**config.mk**
```make
export PLATFORM = sky130hd
export DESIGN_NAME = excl_monitor
export DESIGN_NICKNAME = d
export VERILOG_FILES = /design/src/rtl/exmon_pkg.sv /design/src/rtl/exmon_ctrl.sv /design/src/rtl/exmon_dp.sv /design/src/rtl/excl_monitor.sv
export SDC_FILE = /design/constraint.sdc
export NUM_CORES = 2
export LEC_CHECK = 0
export BUFFER_PORTS_ARGS = -buffer_cell sky130_fd_sc_hd__buf_2
export CORE_AREA = 2 2 455 548
export CTS_BUF_LIST = sky130_fd_sc_hd__clkbuf_16
export DETAILED_ROUTE_END_ITERATION = 8
export DIE_AREA = 0 0 457 550
export PLACE_DENSITY = 0.41
export SLEW_MARGIN = 20
export SYNTH_ARGS = -nofsm -noshare
export SYNTH_HDL_FRONTEND = slang
export SYNTH_HIERARCHICAL = 1
export SYNTH_SLANG_ARGS = --single-unit
```
**constraint.sdc**
```tcl
create_clock -name clk -period 3.53 [get_ports clk]
set_clock_uncertainty 0.1 [all_clocks]
set_input_delay 0.8825 -clock clk [delete_from_list [all_inputs] [get_ports clk]]
set_output_delay 0.8825 -clock clk [all_outputs]
set_load 0.01 [all_outputs]
```
**src/rtl/exmon_pkg.sv**
```systemverilog
package exmon_pkg;

  // Per-request strobes from control to datapath
  typedef struct packed {
    logic accept;   // request taken this cycle
    logic isRead;   // accepted request is a read
    logic memWe;    // memory is written this cycle
    logic exOkay;   // response code to return
  } strobe_t;

endpackage

```
**src/rtl/exmon_ctrl.sv**
```systemverilog
module exmon_ctrl
  import exmon_pkg::*;
#(
  parameter int NUM_MON = 4,
  parameter int ID_W    = 3,
  parameter int ADDR_W  = 6,
  parameter int LEN_W   = 2
) (
  input  logic              clk,
  input  logic              rstN,
  input  logic              reqValid,
  input  logic              reqWrite,
  input  logic              reqExcl,
  input  logic [ID_W-1:0]   reqId,
  input  logic [ADDR_W-1:0] reqAddr,
  input  logic [LEN_W-1:0]  reqLen,
  output logic              reqReady,
  output strobe_t           strobes
);

  localparam int PTR_W = (NUM_MON > 1) ? $clog2(NUM_MON) : 1;
  localparam int END_W = ADDR_W + 1;
  localparam logic [PTR_W-1:0] LAST_IDX = PTR_W'(NUM_MON - 1);

  logic [NUM_MON-1:0] monValid;
  logic [ID_W-1:0]    monId [NUM_MON];
  logic [END_W-1:0]   monLo [NUM_MON];
  logic [END_W-1:0]   monHi [NUM_MON];
  logic [PTR_W-1:0]   victimPtr;
  logic               readyQ;

  logic [END_W-1:0]   reqLo, reqHi;
  logic [NUM_MON-1:0] idHit, spanHit, overlap;
  logic               haveSame, haveFree, anySpan, accept, rdExcl;
  logic [PTR_W-1:0]   sameIdx, freeIdx, allocIdx;

  assign reqLo = END_W'(reqAddr);
  assign reqHi = reqLo + END_W'(reqLen);

  // Per-entry comparators
  for (genvar i = 0; i < NUM_MON; i++) begin : g_cmp
    assign idHit[i]   = monValid[i] && (monId[i] == reqId);
    assign spanHit[i] = idHit[i] && (reqLo >= monLo[i]) && (reqHi <= monHi[i]);
    assign overlap[i] = monValid[i] && (reqLo <= monHi[i]) && (monLo[i] <= reqHi);
  end

  // Entry selection for an exclusive read: own entry, else lowest free, else victim
  always_comb begin
    haveSame = 1'b0;
    haveFree = 1'b0;
    sameIdx  = '0;
    freeIdx  = '0;
    for (int i = NUM_MON - 1; i >= 0; i--) begin
      if (idHit[i]) begin
        haveSame = 1'b1;
        sameIdx  = PTR_W'(i);
      end
      if (!monValid[i]) begin
        haveFree = 1'b1;
        freeIdx  = PTR_W'(i);
      end
    end
    allocIdx = haveSame ? sameIdx : (haveFree ? freeIdx : victimPtr);
  end

  assign anySpan  = |spanHit;
  assign accept   = reqValid && readyQ;
  assign rdExcl   = accept && !reqWrite && reqExcl;
  assign reqReady = readyQ;

  always_comb begin
    strobes.accept = accept;
    strobes.isRead = accept && !reqWrite;
    strobes.memWe  = accept && reqWrite && (!reqExcl || anySpan);
    strobes.exOkay = accept && reqExcl && (!reqWrite || anySpan);
  end

  always_ff @(posedge clk or negedge rstN) begin
    if (!rstN) begin
      readyQ    <= 1'b0;
      victimPtr <= '0;
      monValid  <= '0;
      for (int i = 0; i < NUM_MON; i++) begin
        monId[i] <= '0;
        monLo[i] <= '0;
        monHi[i] <= '0;
      end
    end else begin
      readyQ <= 1'b1;
      if (strobes.memWe) begin
        for (int i = 0; i < NUM_MON; i++) begin
          if (overlap[i]) monValid[i] <= 1'b0;
        end
      end
      if (rdExcl) begin
        monValid[allocIdx] <= 1'b1;
        monId[allocIdx]    <= reqId;
        monLo[allocIdx]    <= reqLo;
        monHi[allocIdx]    <= reqHi;
        if (!haveSame && !haveFree)
          victimPtr <= (victimPtr == LAST_IDX) ? '0 : victimPtr + 1'b1;
      end
    end
  end

endmodule

```
**src/rtl/exmon_dp.sv**
```systemverilog
module exmon_dp
  import exmon_pkg::*;
#(
  parameter int ADDR_W = 6,
  parameter int DATA_W = 32,
  parameter int LEN_W  = 2
) (
  input  logic              clk,
  input  logic              rstN,
  input  strobe_t           strobes,
  input  logic [ADDR_W-1:0] reqAddr,
  input  logic [LEN_W-1:0]  reqLen,
  input  logic [DATA_W-1:0] reqWdata,
  output logic              rspValid,
  output logic [DATA_W-1:0] rspData,
  output logic              rspExOkay
);

  localparam int DEPTH = 1 << ADDR_W;
  localparam int BYTES = DATA_W / 8;
  localparam int END_W = ADDR_W + 1;

  logic [7:0]        mem [DEPTH];
  logic [DATA_W-1:0] rdData;
  logic [END_W-1:0]  laneAddr [BYTES];
  logic [BYTES-1:0]  laneOn;

  // Lane k maps to address reqAddr+k; lanes past the count or past the top are off
  for (genvar k = 0; k < BYTES; k++) begin : g_lane
    assign laneAddr[k] = END_W'(reqAddr) + END_W'(k);
    assign laneOn[k]   = (LEN_W'(k) <= reqLen) && !laneAddr[k][ADDR_W];
  end

  always_comb begin
    rdData = '0;
    for (int k = 0; k < BYTES; k++) begin
      if (laneOn[k]) rdData[8*k +: 8] = mem[laneAddr[k][ADDR_W-1:0]];
    end
  end

  always_ff @(posedge clk or negedge rstN) begin
    if (!rstN) begin
      for (int a = 0; a < DEPTH; a++) mem[a] <= '0;
    end else if (strobes.memWe) begin
      for (int k = 0; k < BYTES; k++) begin
        if (laneOn[k]) mem[laneAddr[k][ADDR_W-1:0]] <= reqWdata[8*k +: 8];
      end
    end
  end

  always_ff @(posedge clk or negedge rstN) begin
    if (!rstN) begin
      rspValid  <= 1'b0;
      rspExOkay <= 1'b0;
      rspData   <= '0;
    end else begin
      rspValid  <= strobes.accept;
      rspExOkay <= strobes.exOkay;
      if (strobes.accept) rspData <= strobes.isRead ? rdData : '0;
    end
  end

endmodule

```
**src/rtl/excl_monitor.sv**
```systemverilog
module excl_monitor
  import exmon_pkg::*;
#(
  parameter int NUM_MON = 4,
  parameter int ID_W    = 3,
  parameter int ADDR_W  = 6,
  parameter int DATA_W  = 32,
  parameter int LEN_W   = $clog2(DATA_W / 8)
) (
  input  logic              clk,
  input  logic              rstN,
  input  logic              reqValid,
  output logic              reqReady,
  input  logic              reqWrite,
  input  logic              reqExcl,
  input  logic [ID_W-1:0]   reqId,
  input  logic [ADDR_W-1:0] reqAddr,
  input  logic [LEN_W-1:0]  reqLen,
  input  logic [DATA_W-1:0] reqWdata,
  output logic              rspValid,
  output logic [DATA_W-1:0] rspData,
  output logic              rspExOkay
);

  strobe_t strobes;

  exmon_ctrl #(
    .NUM_MON(NUM_MON), .ID_W(ID_W), .ADDR_W(ADDR_W), .LEN_W(LEN_W)
  ) u_ctrl (
    .clk(clk), .rstN(rstN), .reqValid(reqValid), .reqWrite(reqWrite),
    .reqExcl(reqExcl), .reqId(reqId), .reqAddr(reqAddr), .reqLen(reqLen),
    .reqReady(reqReady), .strobes(strobes)
  );

  exmon_dp #(
    .ADDR_W(ADDR_W), .DATA_W(DATA_W), .LEN_W(LEN_W)
  ) u_dp (
    .clk(clk), .rstN(rstN), .strobes(strobes), .reqAddr(reqAddr),
    .reqLen(reqLen), .reqWdata(reqWdata), .rspValid(rspValid),
    .rspData(rspData), .rspExOkay(rspExOkay)
  );

endmodule

```
* After elaboration in Yosys (flattened, before gate mapping)
Cells that the tools add are included.
** Storage, ports and cells
- Output and inout bits :: 35
- Flip-flop bits (word level) :: 621
- Memory bits (read-only) :: 0
- Memories kept :: 0
- Input port bits :: 48
- Latch bits :: 0
- Bits in writable memories :: 0
- Word-level logic and storage cells :: 248
** Operators by class
- Multipliers :: 0
- Div/mod/pow operators :: 0
- Bitwise operators :: 6
- Shift-type cells :: 0
- Equal/unequal tests :: 5
- $add $sub $neg :: 5
- Reduce and logical (&&, ||, !) cells :: 48
- Order comparisons :: 32
- Muxes and demuxes :: 70
** Operator list (number)
- 2-to-1 mux 512 bit :: 7
- bitwise mux 512 bit :: 4
- binary-select mux 8 bit (select 6 bit) :: 4
- demux 8 bit (select 6 bit) :: 4
- 2-to-1 mux 8 bit :: 16
- bitwise mux 28 bit :: 2
- <= comparator 7 bit :: 8
- logical AND 1 bit :: 37
- 2-to-1 mux 32 bit :: 1
- >= comparator 6 x 7 -> 1 bit :: 4
- >= comparator 7 bit, second input constant :: 4
- <= comparator 6 x 7 -> 1 bit :: 4
- less-than comparator 7 x 1 -> 1 bit, second input constant :: 4
- inverter 6 -> 7 bit :: 4
- 2-to-1 mux 2 bit :: 11
- adder 6 x 2 -> 7 bit, second input constant :: 2
- demux 7 bit (select 2 bit) :: 1
- 2-to-1 mux 1 bit :: 13
- bitwise mux 12 bit :: 1
- == test 3 bit :: 4
- 2-to-1 mux 4 bit :: 2
- adder 6 x 1 -> 7 bit, second input constant :: 1
- adder 6 x 2 -> 7 bit :: 1
- zero test 1 bit :: 7
- other kinds (17) :: 20

* Logic depth before layout (Yosys ltp)
- Depth in word-level cells :: 16
- Mapped depth :: 18
- Mapped depth without buffers :: 15

* Hierarchy
Netlist, hierarchy kept.
** By module, submodules not included
- exmon_dp :: sequential area each 13663.1 sq um, area an instance 55879.8 sq um, cells an instance 6534, times used 1
- exmon_ctrl :: sequential area each 1776.7 sq um, area an instance 5390.2 sq um, cells an instance 561, times used 1

* Worst setup path after synthesis
No wires, ideal clock.
- Kind :: input -> register
- From :: input reqAddr[0]
- To :: register u_dp/mem[41] (netlist name)
- Setup time :: 0.082 ns
- Arrival :: 5.004 ns
- Path slack :: -1.656 ns
- Stages :: 17
- Buffers on the path :: 4
- Data required time :: 3.348 ns
- Cells stage by stage :: ha_1 > fa_1 > xor2_1 > ha_1 > a21oi_1 > nand2_1 > maj3_1 > a211o_1 > a211oi_1 > a2111oi_4 > a21oi_2 > clkbuf_1 > clkbuf_1 > clkbuf_1 > clkbuf_1 > o22ai_1 > a31oi_1
** RTL lines
- from (decl) :: line excl_monitor.sv:17 : input logic [ADDR_W-1:0] reqAddr,
- to (signal, indexed assignment) :: line exmon_dp.sv:46 : if (laneOn[k]) mem[laneAddr[k][ADDR_W-1:0]] <= reqWdata[8*k +: 8];
- to (decl) :: line exmon_dp.sv:23 : logic [7:0] mem [DEPTH];

==> flow_summary.toml <==
[cts]
clk_latency_ps = 780
ctsLongestPathBuffers = 3
clk_pin_slew_ps = 60
cts_tree = "done"
cts_buffers = 86
cts_root_buffer = "clkbuf_16"
htreeDepth = 3
clock_sinks = 617

[timing]
setup_ws_ps = -641.2
period_share_pct = 118.2
max_freq_ghz = 0.2397
post-route-min-period_ps = 4171
slew_headroom_pct = 28.19
slew_viol_final = 0
setup_viol_count_final = 543
worst_slew_pin_slew_ps = 1073
hold_viol_final = 0
grt_setup_unrepaired = "true"

[drt]
dr.pass1.iters = 8
num_vias = 72110
drtIter0Drc = 9926
drc = 0
wl_per_cell_um = 39.63
routed_via_density = 6.380
drt_wl_total_um = 448000
final_antenna_net_count = 0

[finish]
fillCellCount = 25220
fin_nets = 8132
final_util_pct = 34.48
multiInputGateArea_mm2 = 0.04538
syn_to_final_growth_pct = 38.55
seqCellArea_mm2 = 0.01544
drive_above_1_share_pct = 32.60

[yosys]
synthTopCellsByArea = "dfrtp_1 25%, mux4_2 13%, mux2i_1 11%"
syn_area_mm2 = 0.06127
yosys_warnings = 6
synth_area_per_cell_um2 = 8.636
synth_commonest_cells = "824 x nand2_1, 675 x mux2i_1, 617 x dfrtp_1"
synth_top_area_share_pct = 25.20
syn_inst = 7095
synth-edff-count = 0
synth-seq-area-share_pct = 25.20
ys.flop_type = "dfrtp_1"
ys_seq_elements = 617
synth_cell_types = 102
synth-async-reset-ratio_pct = 100.0
syn_nets = 7241
synth_most_common_cell = "nand2_1"
yosysTopAreaCell = "dfrtp_1"

[worst_setup_path]
crit_family = "compound AO/OA/AOI/OAI gates"
crit_slowest_cell = "fa_2"
crit_path_cell_trace = "buf_8 -> ha_4 -> fa_2 -> xor2_4 -> buf_6 -> ha_4 -> a21oi_2 -> nand2_1 -> maj3_2 -> a211o_1 -> a211oi_4 -> a2111oi_4 -> a21oi_4 -> buf_12 -> buf_12 -> nand2_8 -> buf_12 -> buf_16 -> o221ai_2"
crit_path_start_kind = "input port"
worst-path-buf-inv = 6
cp.arrival_ps = 4770
path_max_fanout = 9
cp_slowest_stage_delay_ps = 390
crit_top_cell = "buf_12"
cp.required_ps = 4130
worst-setup-path-type = "input port to flip-flop"
end_kind = "flip-flop"

[power]
pwr-share-comb_pct = 47.8
p_leak_nw = 32.53
power_frac_clock_pct = 20.3
switching_share_pct = 45.16
cellPowerDensity_mw_per_mm2 = 532.1
ir_drop_mv = 0.4963
switching_power_mw = 20.40
finalPower_mw = 45.17
p_seq_share_pct = 31.9
p_int_mw = 24.77

[grt]
top_usage_layer = "met2"
first_global_vias = 68720
met2_usage_pct = 52.62
grtUsageTotal_pct = 33.80
grt_first_pass_wirelength_um = 594000
grt_max_degree = 81
overflow = 0
met3_usage_pct = 7.375
grtUsageMet1_pct = 39.81
antenna_found_initial = 24

[die]
core_mm2 = 0.2462
rows = 200
start_util_pct = 24.88
die_area_mm2 = 0.2514
pin_count = 83
dieWidth_um = 457
die_h_um = 550

[place]
gp_congestion = 1.054
numPortBuffers = 82
hpwl_um = 317100

[min_path]
hp-class = "input port to flip-flop"

[run_status]
status = "complete, but fails checks"
violations = "setup timing"

[flow_run]
cap_violations = 0
[per-layer routing]
layer / wire (um) / vias up
met5: 90 / -
met2: 196000 / 5272
met4: 47600 / 14
met3: 42470 / 1636
li1: - / 29160
met1: 161800 / 36030
[state kept, by name, summed over array words and instances (netlist names)]
register / count
u_dp/mem: 512
u_dp/rspData: 32
u_ctrl/monHi: 28
u_ctrl/monLo: 24
u_ctrl/monId: 12
u_ctrl/monValid: 4
u_ctrl/victimPtr: 2
u_ctrl/reqReady: 1
u_dp/rspExOkay: 1
u_dp/rspValid: 1
[timing repair]
item                       4_1_cts  5_1_grt
buffers inserted                26       30
hold buffers                     1        0
resized for setup              201      205
cloned                          19       32
pin swaps                       34       36
hold endpoints to repair        22        0
setup endpoints to repair      542      542
[cells in the final DEF, fill, tap and decap left out, types with 122 or more instances in the layout]
master / netlist / final
a211oi_1: 393 / 385
dfrtp_1: 617 / 617
nand3_1: 257 / 256
o221ai_2: 2 / 162
o211ai_1: 179 / 179
buf_12: 0 / 295
a21oi_1: 503 / 490
mux2i_1: 675 / 675
o21ai_0: 201 / 185
buf_4: 46 / 1052
nand2b_1: 317 / 285
nand2_1: 824 / 781
a31oi_1: 148 / 144
o22ai_1: 303 / 193
nor2_1: 506 / 494
o221ai_1: 283 / 122
mux4_2: 348 / 348
[power by group through the flow]
| stage | registers (mW) | logic (mW) | clock network, mW |
|---|---|---|---|
| finish | 14.4 | 21.6 | 9.18 |
| global route | 14.4 | 22.8 | 9.53 |
| CTS | 14.1 | 20.6 | 9.32 |
| detailed placement | 14.2 | 20.2 | 0 |
| global placement | 14.1 | 20.0 | 0 |
| floorplan | 11.5 | 12.6 | 0 |
[stage by stage]
stage / worst slack, ps / instance area [um^2] / TNS [ps] / hold WS (ps) / std cells
after global placement: -1485 / 78290 / -710210 / 364.5 / 11030
after detailed placement: -1475 / 78300 / -721340 / 368.3 / 11030
after global routing: -679.7 / 84840 / -300500 / 230.7 / 11280
final: -641.2 / 84890 / -267540 / 232.6 / 11300
after CTS: -515.6 / 82820 / -212900 / 184.6 / 11230
after floorplan: -940.9 / 63890 / -417470 / 385.6 / 7095
[cells by family after synthesis]
| family | share of synthesized area, % |
|---|---|
| multiplexers | 25.25 |
| buffers and inverters | 5.826 |
| XOR/XNOR | 0.7250 |
| adder cells (fa/ha/maj) | 2.067 |
| AO/OA/AOI/OAI | 24.32 |
| AND/OR/NAND/NOR | 16.60 |
| other | 0.006120 |
| flip-flops | 25.20 |
[worst paths after layout]
path | start | to | slack, ps | cells after the start
max reg2reg | u_ctrl/monLo[7]$_DFFE_PN0P_ | u_dp/mem[484]$_DFFE_PN0P_ | -190 | 15
max | reqAddr[0] | u_dp/mem[270]$_DFFE_PN0P_ | -640 | 19
max in group asynchronous | rstN | u_dp/mem[108]$_DFFE_PN0P_ | 1590 | 4
min in group asynchronous | rstN | u_dp/mem[124]$_DFFE_PN0P_ | 600 | 2
min | reqWrite | u_dp/rspExOkay$_DFF_PN0_ | 230 | 2
min reg2reg | u_dp/rspData[1]$_DFFE_PN0P_ | u_dp/rspData[1]$_DFFE_PN0P_ | 380 | 1
[area by class of cell]
class                           instances  area share, %
Clock buffer                           86          2.535
Antenna cell                           21        0.06190
Clock inverter                         66         0.7532
Tap cell                             3232          4.764
Timing Repair Buffer                 1539          19.75
Sequential cell                       617          18.19
Multi-Input combinational cell       5633          53.46
Inverter                              109         0.4893
Power figures use the tool's default switching activity.
